File: config.mk
export PLATFORM = sky130hd
export DESIGN_NAME = busmem_responder
export DESIGN_NICKNAME = d
export VERILOG_FILES = /design/src/rtl/busmem_pkg.sv /design/src/rtl/busmem_lat_counter.sv /design/src/rtl/busmem_store.sv /design/src/rtl/busmem_responder.sv
export SDC_FILE = /design/constraint.sdc
export NUM_CORES = 1
export LEC_CHECK = 0
export ABC_AREA = 1
export CORE_ASPECT_RATIO = 1.75
export CORE_MARGIN = 5
export CORE_UTILIZATION = 47
export DETAILED_ROUTE_END_ITERATION = 10
export MAX_ROUTING_LAYER = met4
export PLACE_DENSITY = 0.61
export REMOVE_ABC_BUFFERS = 1
export SLEW_MARGIN = 20
export SYNTH_ARGS = -nofsm -noshare
export SYNTH_HDL_FRONTEND = slang
export SYNTH_HIERARCHICAL = 1
export SYNTH_SLANG_ARGS = --single-unit
export TNS_END_PERCENT = 50
File: constraint.sdc
create_clock -name clk -period 2.2 [get_ports clk]
set_input_delay 0.44 -clock clk [delete_from_list [all_inputs] [get_ports clk]]
set_output_delay 0.44 -clock clk [all_outputs]
set_load 0.005 [all_outputs]
File: src/rtl/busmem_pkg.sv
package busmem_pkg;

  typedef enum logic [1:0] {
    ST_IDLE  = 2'd0,
    ST_RWAIT = 2'd1,
    ST_WWAIT = 2'd2
  } bm_state_t;

endpackage

File: src/rtl/busmem_lat_counter.sv
module busmem_lat_counter #(
  parameter int CW = 2
) (
  input  logic          clk,
  input  logic          rst_n,
  input  logic          clear,
  output logic [CW-1:0] cnt
);

  always_ff @(posedge clk or negedge rst_n) begin
    if (!rst_n)     cnt <= '0;
    else if (clear) cnt <= '0;
    else            cnt <= cnt + 1'b1;
  end

endmodule

File: src/rtl/busmem_store.sv
module busmem_store #(
  parameter int DW    = 32,
  parameter int IW    = 4,
  localparam int DEPTH = 1 << IW
) (
  input  logic          clk,
  input  logic          rst_n,
  input  logic          we,
  input  logic [IW-1:0] idx,
  input  logic [DW-1:0] wdata,
  output logic [DW-1:0] rdata
);

  logic [DW-1:0] words [DEPTH];

  always_ff @(posedge clk or negedge rst_n) begin
    if (!rst_n) begin
      for (int i = 0; i < DEPTH; i++) words[i] <= '0;
    end else if (we) begin
      words[idx] <= wdata;
    end
  end

  assign rdata = words[idx];

endmodule

File: src/rtl/busmem_responder.sv
module busmem_responder #(
  parameter int ADDR_WIDTH = 6,
  parameter int DATA_WIDTH = 32,
  parameter int RD_LAT     = 2,
  parameter int WR_LAT     = 1
) (
  input  logic                    clk,
  input  logic                    rst_n,
  input  logic                    req_sel,
  input  logic                    req_rd,
  input  logic [ADDR_WIDTH-1:0]   req_addr,
  input  logic [DATA_WIDTH-1:0]   req_wdata,
  input  logic [DATA_WIDTH/8-1:0] req_ben,
  output logic [DATA_WIDTH-1:0]   rsp_rdata,
  output logic                    rsp_rack,
  output logic                    rsp_wack,
  output logic                    rsp_err
);
  import busmem_pkg::*;

  // DATA_WIDTH must be at least 16 so that an in-word byte offset exists.
  localparam int BYTES   = DATA_WIDTH / 8;
  localparam int OFS_W   = $clog2(BYTES);
  localparam int IW      = ADDR_WIDTH - OFS_W;
  localparam int LAT_MAX = (RD_LAT > WR_LAT) ? RD_LAT : WR_LAT;
  localparam int CW      = $clog2(LAT_MAX + 2);

  function automatic logic addr_aligned(input logic [ADDR_WIDTH-1:0] a);
    return a[OFS_W-1:0] == '0;
  endfunction

  function automatic logic [IW-1:0] word_index(input logic [ADDR_WIDTH-1:0] a);
    return a[ADDR_WIDTH-1:OFS_W];
  endfunction

  function automatic logic whole_word(input logic [BYTES-1:0] be);
    return &be;
  endfunction

  bm_state_t             state;
  logic                  cap_rd;
  logic [ADDR_WIDTH-1:0] cap_addr;
  logic [DATA_WIDTH-1:0] cap_wdata;
  logic [BYTES-1:0]      cap_ben;
  logic [CW-1:0]         wait_cnt;
  logic [DATA_WIDTH-1:0] store_q;

  // named events for the checker
  logic idle_w, rd_done_w, wr_done_w, done_w, refuse_w, mem_we_w;

  assign idle_w    = (state == ST_IDLE);
  assign rd_done_w = (state == ST_RWAIT) && (wait_cnt == CW'(RD_LAT));
  assign wr_done_w = (state == ST_WWAIT) && (wait_cnt == CW'(WR_LAT));
  assign done_w    = rd_done_w || wr_done_w;
  assign refuse_w  = !addr_aligned(cap_addr) || (!cap_rd && !whole_word(cap_ben));
  assign mem_we_w  = wr_done_w && !refuse_w;

  busmem_lat_counter #(.CW(CW)) u_cnt (
    .clk   (clk),
    .rst_n (rst_n),
    .clear (idle_w),
    .cnt   (wait_cnt)
  );

  busmem_store #(.DW(DATA_WIDTH), .IW(IW)) u_store (
    .clk   (clk),
    .rst_n (rst_n),
    .we    (mem_we_w),
    .idx   (word_index(cap_addr)),
    .wdata (cap_wdata),
    .rdata (store_q)
  );

  always_ff @(posedge clk or negedge rst_n) begin
    if (!rst_n) begin
      state     <= ST_IDLE;
      cap_rd    <= 1'b0;
      cap_addr  <= '0;
      cap_wdata <= '0;
      cap_ben   <= '0;
    end else begin
      unique case (state)
        ST_IDLE: begin
          if (req_sel) begin
            cap_rd   <= req_rd;
            cap_addr <= req_addr;
            if (!req_rd) begin
              cap_wdata <= req_wdata;
              cap_ben   <= req_ben;
            end
            state <= req_rd ? ST_RWAIT : ST_WWAIT;
          end
        end
        ST_RWAIT, ST_WWAIT: begin
          if (done_w) state <= ST_IDLE;
        end
        default: state <= ST_IDLE;
      endcase
    end
  end

  always_ff @(posedge clk or negedge rst_n) begin
    if (!rst_n) begin
      rsp_rack  <= 1'b0;
      rsp_wack  <= 1'b0;
      rsp_err   <= 1'b0;
      rsp_rdata <= '0;
    end else begin
      rsp_rack  <= rd_done_w;
      rsp_wack  <= wr_done_w;
      rsp_err   <= done_w && refuse_w;
      rsp_rdata <= (rd_done_w && !refuse_w) ? store_q : '0;
    end
  end

endmodule

==> flow_summary.yaml, run 1 <==
sta:
  finalHoldViolCount: 0
  max_clock_freq_ghz: 0.4938
  tightest_slew_ns: 0.6267
  period_needed_ns: 2.025
  final.setup_skew_ns: 0.01936
  max_slew_margin_pct: 58.17
  setup-violations-final: 0
  hold-worst-slack_ns: 0.3590
  final.setup.worst_slack_ns: 0.1747
  grt_setup_unrepaired: "no"
  timing.final.crit_share_pct: 92.06
  drv_slew: 0
clock_tree:
  ctsLongestPathBuffers: 3
  clock_insertion_delay_worst_skew_ns: 0.61
  cts_tree: "done"
  numClockSinks: 594
  htree_levels: 2
  tritoncts.num_buffers: 56
  path_clk_slew_ns: 0.07
  post-cts-setup-buffers: 0
  cts_root_buffer: "clkbuf_16"
routing:
  detailedRoute.firstIterationViolations: 1711
  wl_per_cell_um: 17.56
  detail_route.wirelength_um: 77460
  detail_route.vias_per_cell: 5.146
  vias: 22706
  final_antenna_net_count: 0
  drt_drc_violations_left: 0
  drtPass1Iterations: 5
synthesis:
  synth.yosys.warnings: 6
  ys_async_sr_fraction_pct: 100.0
  synth_most_common_cell: "nand2_1"
  ys_top_cells_by_count: "nand2_1 (1,769), dfrtp_1 (594), nor2_1 (294)"
  synthesis.instances: 3588
  yosys.cell_types.count: 23
  yosysTopAreaCell: "dfrtp_1"
  synth_top_flop_cell: "dfrtp_1"
  portion_of_synthesized_cell_area_occupied_by_the_leading_cell_type_pct: 55.06
  post_synth_instance_area_um2: 27000
  ys_top_cells_by_area: "dfrtp_1 (55%), nand2_1 (25%), a21oi_1 (4.8%)"
  synth-edff-count: 0
  seq_area_frac_synth_pct: 55.06
  synth_seq_cells: 594
  avgSynthCellArea_um2: 7.525
cells_and_area:
  drive_above_1_share_pct: 6.694
  n_fill_cell: 5349
  combined_flip_flop_and_latch_cell_area_um2: 14870
  final_core_util_pct: 55.04
  antenna_cells: 0
  syn2layout_area_growth_pct: 16.28
  multiInputGateArea_um2: 10650
  layout.nets: 3650
die:
  floorplan.initialDensity_pct: 47.33
  die_h_um: 327.1
  placement_rows: 116
  design.die.area_um2: 62530
  chipWidth_um: 191.2
  design.core.area_um2: 57040
  io_pins: 81
grt:
  grt_usage_pct: 25.86
  maximum_number_of_pins_on_one_net_before_global_route_repair: 90
  grt_overflow_total: 0
  initial_antenna_violation_count: 0
  grt_pass1_vias: 22843
  grt_first_pass_wirelength_um: 124800
setup_path:
  highest_net_fanout_along_the_worst_path: 23
  cp.arrival_ns: 2.53
  sort_of_element_at_the_end_of_the_critical_path: "register"
  worstSetupPathType: "register to register"
  timing.rr.start: "cap_addr[4]$_DFFE_PN0P_"
  timing.critical_path.from_type: "register"
  worst_ep_required_time_ns: 2.70
  setup.worst_path.start: "cap_addr[4]$_DFFE_PN0P_"
power_and_ir_drop:
  vdd_drop_max_v: 0.0007406
  cellLeakagePower_nw: 16.35
  power-per-cell-area_nw_per_um2: 1123
placement:
  gp_routability_congestion: 0.8238
  placement.setup.worst_slack_ns: 0.1811
  io_buffer_count: 80
  dpl.hpwl_um: 47070
outcome:
  run_status: "finished, final reports clean"
job:
  maxCapViolations: 0
worst_hold_path:
  hold_class: "primary input to async pin"
-- flip-flops by register name, summed over array words and instances, names as in the netlist --
| name | count |
|---|---|
| rsp_rdata | 32 |
| u_cnt/cnt | 2 |
| rsp_wack | 1 |
| rsp_err | 1 |
| cap_rd | 1 |
| rsp_rack | 1 |
| cap_ben | 4 |
| cap_addr | 6 |
| cap_wdata | 32 |
| state | 2 |
| u_store/words | 512 |
-- logic make-up after synthesis --
kind of cell    count (synthesis)  share of synthesized area, %
fa+ha+maj                       3                        0.1390
buf+inv                       382                         5.770
flops                         594                         55.06
simple gates                 2095                         29.51
compound gates                514                         9.528
-- routing by layer --
| layer | share of wire, % | vias up | track usage [%] | wire length [um] |
|---|---|---|---|---|
| met5 | 0 | - | - | 0 |
| met4 | 2.9 | 0 | 7.688 | 2242 |
| met3 | 5.2 | 139 | 3.017 | 4001 |
| met2 | 51 | 647 | 45.20 | 39760 |
| met1 | 41 | 10861 | 31.59 | 31460 |
| li1 | - | 11059 | - | - |
-- cell type report --
cell class / instances / share of cell area, %
well taps: 767 / 3.057
inverters: 147 / 1.782
repair buffers: 190 / 7.489
clock inverters: 27 / 1.279
clock buffers: 75 / 5.109
multi-input cells: 2612 / 33.91
flip-flops and latches: 594 / 47.37
-- timing repair --
item,in CTS,in global routing
gates resized for setup,0,1
endpoints found under the hold margin,34,0
setup endpoints to repair,0,1
hold buffers,1,0
-- where the power goes --
part	leakage (nW)	internal [mW]	switching, mW
Sequential	8.19	13.1	1.28
Clock	0.991	6.28	4.29
Combinational	7.17	2.84	7.45
Total	16.4	22.2	13.0
-- final timing paths --
path / cells past startpoint / endpoint / slack, ns
min in group clk: 3 / cap_addr[0]$_DFFE_PN0P_ / 0.36
hold / removal: 2 / u_store/words[206]$_DFFE_PN0P_ / 0.36
max in group asynchronous: 3 / u_store/words[172]$_DFFE_PN0P_ / 1.02
setup / recovery: 10 / rsp_rdata[19]$_DFF_PN0_ / 0.17
hold reg to reg: 2 / cap_wdata[4]$_DFFE_PN0P_ / 0.47
setup reg to reg: 10 / rsp_rdata[19]$_DFF_PN0_ / 0.17
-- metrics by stage --
stage	power (mW)	cell area, um^2	cells	setup TNS, ns
6_report	35.25	31390	4412	0
5_1_grt	37.29	31390	4412	0
4_1_cts	35.48	31390	4412	0
3_5_place_dp	24.83	29370	4309	0
3_3_place_gp	24.55	29370	4309	0
2_1_floorplan	19.44	25990	3353	-3104.21
-- placed cells by master (no fill, tap or decap), drive strengths merged --
cell type,netlist,layout
bufinv,0,10
clkdlybuf4s50,0,79
buf,74,110
inv,145,147
nand2,1780,1780
dfrtp,594,594
ha,3,3
dlygate4sd3,0,1
nand3,7,7
clkinv,2,15
nor2,305,305
clkbuf,161,75
nor3,2,2
o21ai,256,256
clkinvlp,0,2
nand4,1,1
a21oi,258,258
-- critical path, stage by stage (launching register included) --
cell,delay [ns]
dfrtp_1,0.46
inv_1,0.15
nand2_1,0.18
inv_2,0.38
buf_12,0.28
nand2_1,0.08
nand2_1,0.05
inv_1,0.04
nand2_1,0.05
inv_1,0.03
nor2_1,0.20
(Power assumes the default switching activity.)
==> run 2: changes to the inputs <==
--- a/config.mk
+++ b/config.mk
@@ -5,7 +5,6 @@
 export SDC_FILE = /design/constraint.sdc
 export NUM_CORES = 1
 export LEC_CHECK = 0
-export ABC_AREA = 1
 export CORE_ASPECT_RATIO = 1.75
 export CORE_MARGIN = 5
 export CORE_UTILIZATION = 47
==> flow_summary.yaml, run 2 <==
outcome:
  run_status: "finished, violations left"
  failing_checks: "setup timing"
power_and_ir_drop:
  internal_power_mw: 21.20
  vdd_drop_max_v: 0.0006668
  cellLeakagePower_nw: 15.45
  clockPowerShare_pct: 32.0
  power.net_switching_mw: 9.620
  power.share.combinational_pct: 22.3
  netSwitchingFraction_pct: 31.22
  power-per-cell-area_nw_per_um2: 943.2
  p_seq_share_pct: 45.7
  report.power.total_mw: 30.82
cells_and_area:
  syn2layout_area_growth_pct: 25.83
  layout_commonest_cell: "dfrtp_1"
  top_register: "u_store/words"
  n_fill_cell: 4149
  largest_register_ff_count: 512
  multiInputGateArea_um2: 11550
  combined_flip_flop_and_latch_cell_area_um2: 14870
  fin_cells: 2508
  layout.nets: 1819
  drive_above_1_share_pct: 53.20
  layout.cells.most_common_list: "dfrtp_1 (592), mux2_4 (289), mux2_2 (258)"
  antenna_cells: 0
  reg_top3: "u_store/words (512), cap_wdata (32), rsp_rdata (32)"
synthesis:
  synth.yosys.warnings: 6
  portion_of_synthesized_cell_area_occupied_by_the_leading_cell_type_pct: 57.24
  synthesis.instances: 1597
  synth-edff-count: 0
  ys_top_cells_by_count: "dfrtp_1 (594), mux2_2 (499), mux4_2 (128)"
  post_synth_instance_area_um2: 25970
  ys_top_cells_by_area: "dfrtp_1 (57%), mux2_2 (22%), mux4_2 (11%)"
  avgSynthCellArea_um2: 16.26
  synth_top_flop_cell: "dfrtp_1"
  seq_area_frac_synth_pct: 57.24
  synth_most_common_cell: "dfrtp_1"
  ys_async_sr_fraction_pct: 100.0
  synth_seq_cells: 594
  yosys.cell_types.count: 36
  yosysTopAreaCell: "dfrtp_1"
routing:
  wl_per_cell_um: 27.81
  drtPass1Iterations: 5
  detailedRoute.firstIterationViolations: 822
  detail_route.wirelength_um: 69740
  drt_drc_violations_left: 0
  detail_route.vias_per_cell: 5.862
  final_antenna_net_count: 0
  vias: 14701
grt:
  grt_pass1_vias: 16516
  grt_overflow_total: 0
  initial_antenna_violation_count: 1
  maximum_number_of_pins_on_one_net_before_global_route_repair: 76
  grt_usage_pct: 23.05
  grt_first_pass_wirelength_um: 103800
die:
  chipWidth_um: 187.7
  floorplan.initialDensity_pct: 47.16
  io_pins: 81
  placement_rows: 114
  die_h_um: 320.9
  design.core.area_um2: 55060
  design.die.area_um2: 60230
placement:
  placed_cells: 2352
  io_buffer_count: 80
  gp_routability_congestion: 0.7615
  dpl.hpwl_um: 38810
sta:
  period_needed_ns: 2.452
  finalHoldViolCount: 0
  grt_setup_unrepaired: "yes"
  timing.final.crit_share_pct: 111.5
  hold-worst-slack_ns: 0.3070
  max_slew_margin_pct: 45.19
  tightest_slew_ns: 0.8202
  max_clock_freq_ghz: 0.4078
  final.setup_skew_ns: 0.01772
  setup-violations-final: 512
  drv_slew: 0
  final.setup.worst_slack_ns: -0.2523
clock_tree:
  path_clk_slew_ns: 0.06
  cts_tree: "done"
  cts_root_buffer: "clkbuf_16"
  clock_insertion_delay_worst_skew_ns: 0.60
  ctsLongestPathBuffers: 3
  tritoncts.num_buffers: 56
  htree_levels: 2
  numClockSinks: 594
setup_path:
  worst_ep_required_time_ns: 2.67
  worst-r2r-cell-count: 10
  highest_net_fanout_along_the_worst_path: 22
  sort_of_element_at_the_end_of_the_critical_path: "register"
  cp.arrival_ns: 2.92
  worstSetupPathType: "register to register"
  timing.critical_path.from_type: "register"
job:
  maxCapViolations: 0
worst_hold_path:
  hold_class: "primary input to async pin"
## run 2: cell count changes after synthesis, sizes merged, moves of 4 or more
cell | before | now
a22oi | 0 | 64
mux4 | 0 | 128
clkbuf | 161 | 59
nor3 | 2 | 7
inv | 145 | 5
nand2 | 1780 | 37
buf | 74 | 78
and2 | 0 | 33
nor2 | 305 | 9
mux2 | 0 | 554
nand3 | 7 | 3
o21ai | 256 | 0
nand3b | 0 | 4
a21oi | 258 | 1
## run 2: repair_timing
action,4_1_cts,5_1_grt
pin swaps,5,5
setup endpoints to repair,512,515
hold endpoints to repair,15,0
resized for setup,238,116
buffers inserted,24,8
hold buffers,1,0
cloned,17,9
## run 2: critical path, cell delays in order, from the launching register on
cell      delay, ns
dfrtp_1        0.38
inv_2          0.08
ha_4           0.12
nand3b_1       0.14
nor4_4         0.20
buf_4          0.19
buf_4          0.11
nand3b_1       0.13
nor3_4         0.32
buf_12         0.29
mux2_2         0.37
## run 2: per-layer routing
metal	track usage, %	vias up	share of wire, %
met5	-	-	0
met2	40.08	313	53
met4	7.215	0	2.9
met3	2.790	109	3.2
met1	28.40	8034	41
li1	-	6245	-
## run 2: kinds of logic (layout without fill, tap and decap cells)
family / count (synthesis) / in the layout / synth area share, %
buffers and inverters: 142 / 357 / 2.756
DFF: 594 / 594 / 57.24
adders and majority gates: 3 / 3 / 0.1446
and+or+nand+nor: 106 / 106 / 2.289
muxes: 682 / 682 / 35.55
xor gates and xnor gates: 1 / 1 / 0.03374
AOI/OAI and AO/OA: 69 / 69 / 1.985
## run 2: worst paths after layout
check | from | endpoint | slack (ns)
worst max-delay path | state[0]$_DFFE_PN0P_ | u_store/words[379]$_DFFE_PN0P_ | -0.25
worst min-delay path | rst_n | cap_wdata[31]$_DFFE_PN0P_ | 0.31
worst max register to register | state[0]$_DFFE_PN0P_ | u_store/words[379]$_DFFE_PN0P_ | -0.25
worst min register to register | u_store/words[161]$_DFFE_PN0P_ | u_store/words[161]$_DFFE_PN0P_ | 0.49
max in group asynchronous | rst_n | cap_addr[2]$_DFFE_PN0P_ | 1.03
min in group clk | req_wdata[31] | cap_wdata[31]$_DFFE_PN0P_ | 0.45
## run 2: cell type report
class                   count  share of cell area [%]
clock buffers              82                   4.959
clock inverters            18                  0.7046
inverters                   5                 0.05744
multi-input cells         861                   35.36
flip-flops and latches    594                   45.52
well taps                 696                   2.665
repair buffers            252                   10.74
## run 2: through the flow
step	utilization, %	worst slack (ns)	instance area, um^2	TNS [ns]
2_1_floorplan	-	-6.071	25270	-2616.49
3_3_place_gp	51.91	-0.4330	28580	-157.97
3_5_place_dp	51.91	-0.4530	28580	-174.99
4_1_cts	58.16	-0.2445	32020	-81.79
5_1_grt	59.34	-0.3576	32670	-123.06
6_report	59.34	-0.2523	32670	-72.04
## run 2: power by group through the flow
stage	Combinational, mW	Clock (mW)	Sequential [mW]
floorplan	2.60	0	13.7
global placement	6.54	0	14.0
detailed placement	6.58	0	14.1
CTS	6.82	10.1	14.0
global route	7.28	10.5	14.3
finish	6.88	9.86	14.1
==> run 3: changes to the inputs <==
--- a/config.mk
+++ b/config.mk
@@ -7,12 +7,13 @@
 export LEC_CHECK = 0
 export CORE_ASPECT_RATIO = 1.75
 export CORE_MARGIN = 5
-export CORE_UTILIZATION = 47
+export CORE_UTILIZATION = 52
+export CTS_BUF_LIST = sky130_fd_sc_hd__clkbuf_8 sky130_fd_sc_hd__clkbuf_16
 export DETAILED_ROUTE_END_ITERATION = 10
 export MAX_ROUTING_LAYER = met4
-export PLACE_DENSITY = 0.61
+export PLACE_DENSITY = 0.66
 export REMOVE_ABC_BUFFERS = 1
-export SLEW_MARGIN = 20
+export SLEW_MARGIN = 40
 export SYNTH_ARGS = -nofsm -noshare
 export SYNTH_HDL_FRONTEND = slang
 export SYNTH_HIERARCHICAL = 1
==> flow_summary.yaml, run 3 (synthesis gave the netlist of run 2 again) <==
sta:
  period_needed_ns: 2.537
  timing.final.crit_share_pct: 115.3
  hold-worst-slack_ns: 0.3820
  final.setup.tns_ns: -93.81
  final.setup.worst_slack_ns: -0.3367
  setup-violations-final: 501
  final.setup_skew_ns: 0.01963
  max_slew_margin_pct: 52.26
  tightest_slew_ns: 0.7161
  grt_setup_unrepaired: "yes"
  finalHoldViolCount: 0
  drv_slew: 0
  max_clock_freq_ghz: 0.3942
setup_path:
  cp_common_cell: "buf_4"
  highest_net_fanout_along_the_worst_path: 11
  sort_of_element_at_the_end_of_the_critical_path: "register"
  worst_ep_required_time_ns: 2.67
  timing.critical_path.buf_inv: 7
  cpLargestDelayFamily: "buffers and inverters"
  worstSetupPathType: "register to register"
  largest_stage_delay_worst_path_ns: 0.39
  cp.arrival_ns: 3.00
  cp_cell_sequence: "inv_2 -> ha_4 -> nand3b_1 -> nor4_2 -> buf_4 -> buf_6 -> buf_4 -> nand2_4 -> buf_6 -> nor3_4 -> buf_4 -> clkbuf_16 -> mux2_2"
  timing.critical_path.from_type: "register"
  cp_slowest_cell: "dfrtp_1"
die:
  design.die.area_um2: 54680
  design.core.area_um2: 49590
  chipWidth_um: 178.9
  io_pins: 81
  placement_rows: 108
  die_h_um: 305.6
  floorplan.initialDensity_pct: 52.36
clock_tree:
  htree_levels: 2
  clock_insertion_delay_worst_skew_ns: 0.60
  tritoncts.num_buffers: 55
  numClockSinks: 594
  ctsLongestPathBuffers: 3
  path_clk_slew_ns: 0.06
  cts_tree: "done"
  cts_root_buffer: "clkbuf_16"
cells_and_area:
  layout.nets: 1799
  reg_top3: "u_store/words (512), cap_wdata (32), rsp_rdata (32)"
  top_register: "u_store/words"
  layout_commonest_cell: "dfrtp_1"
  syn2layout_area_growth_pct: 26.59
  largest_register_ff_count: 512
  layout.cells.most_common_list: "dfrtp_1 (592), mux2_4 (399), mux2_2 (150)"
  drive_above_1_share_pct: 52.82
  antenna_cells: 0
  fin_cells: 2453
power_and_ir_drop:
  vdd_drop_max_v: 0.0007177
  cellLeakagePower_nw: 15.52
  power-per-cell-area_nw_per_um2: 930.0
  report.power.total_mw: 30.57
grt:
  grt_overflow_total: 0
  grt_pass1_vias: 16272
  initial_antenna_violation_count: 1
  met3_usage_pct: 2.485
  grt_usage_pct: 24.68
  maximum_number_of_pins_on_one_net_before_global_route_repair: 98
  use_met1_pct: 30.51
  grt_first_pass_wirelength_um: 99510
  busiest_layer: "met2"
  grt_met2_use_pct: 42.15
routing:
  vias: 14707
  final_antenna_net_count: 0
  drt_drc_violations_left: 0
  detail_route.vias_per_cell: 5.996
  detailedRoute.firstIterationViolations: 940
  wl_per_cell_um: 28.18
  drtPass1Iterations: 5
  detail_route.wirelength_um: 69120
placement:
  gp_routability_congestion: 0.7692
  dpl.hpwl_um: 37150
  placed_cells: 2294
  io_buffer_count: 80
job:
  maxCapViolations: 0
outcome:
  run_status: "finished, violations left"
  failing_checks: "setup timing"
worst_hold_path:
  hold_class: "primary input to async pin"
-- run 3: cell types whose count changed in the layout (fill, tap and decap cells not counted), sizes merged --
cell	previous run	this run
inv	5	21
clkinvlp	3	2
clkbuf	91	82
buf	163	139
bufinv	5	4
-- run 3: cell type report --
cell class                      instances  area [um^2]
Fill cell                            3391        16720
Sequential cell                       594        14870
Multi-Input combinational cell        861        11970
Timing Repair Buffer                  233         3359
Clock buffer                           68         1567
Tap cell                              660        825.8
Clock inverter                         32        261.5
Inverter                                5        18.77
-- run 3: through the flow --
stage / area, um^2 / utilization (%) / setup WS, ns
after floorplan: 25270 / - / -6.071
after global placement: 28400 / 57.27 / -0.3698
after detailed placement: 28410 / 57.30 / -0.3370
after CTS: 31560 / 63.64 / -0.2137
after global routing: 32870 / 66.28 / -0.3926
final: 32870 / 66.28 / -0.3367
-- run 3: power by group --
| part | switching [mW] | internal (mW) | total (mW) | leakage (nW) |
|---|---|---|---|---|
| Combinational | 3.29 | 3.61 | 6.90 | 6.37 |
| Sequential | 2.08 | 12.0 | 14.0 | 8.19 |
| Clock | 4.13 | 5.48 | 9.62 | 0.960 |
-- run 3: worst paths after layout --
path	startpoint	to	slack, ns	cells after the start
hold reg to reg	u_store/words[203]$_DFFE_PN0P_	u_store/words[203]$_DFFE_PN0P_	0.49	1
min in group clk	req_ben[2]	cap_ben[2]$_DFFE_PN0P_	0.46	2
setup / recovery	state[0]$_DFFE_PN0P_	u_store/words[272]$_DFFE_PN0P_	-0.34	13
setup reg to reg	state[0]$_DFFE_PN0P_	u_store/words[272]$_DFFE_PN0P_	-0.34	13
hold / removal	rst_n	rsp_rdata[23]$_DFF_PN0_	0.38	2
max in group asynchronous	rst_n	u_store/words[54]$_DFFE_PN0P_	0.97	3
-- run 3: worst reg2reg max path: stages, from the launching register on --
cell	delay, ns
dfrtp_1	0.39
inv_2	0.08
ha_4	0.12
nand3b_1	0.10
nor4_2	0.20
buf_4	0.18
buf_6	0.09
buf_4	0.11
nand2_4	0.05
buf_6	0.14
nor3_4	0.21
buf_4	0.17
clkbuf_16	0.22
mux2_2	0.36
-- run 3: repair_timing --
action | in CTS | in global routing
buffers inserted | 26 | 9
gates resized for setup | 182 | 260
pin swaps | 4 | 8
endpoints found under the hold margin | 29 | 0
cloned | 13 | 15
hold buffers | 1 | 0
endpoints found under the setup margin | 512 | 512
-- run 3: metal layers --
layer | up-vias | part of all wire, %
met5 | - | 0
met3 | 132 | 3.4
met1 | 8022 | 40
met2 | 363 | 53
li1 | 6190 | -
met4 | 0 | 4.1
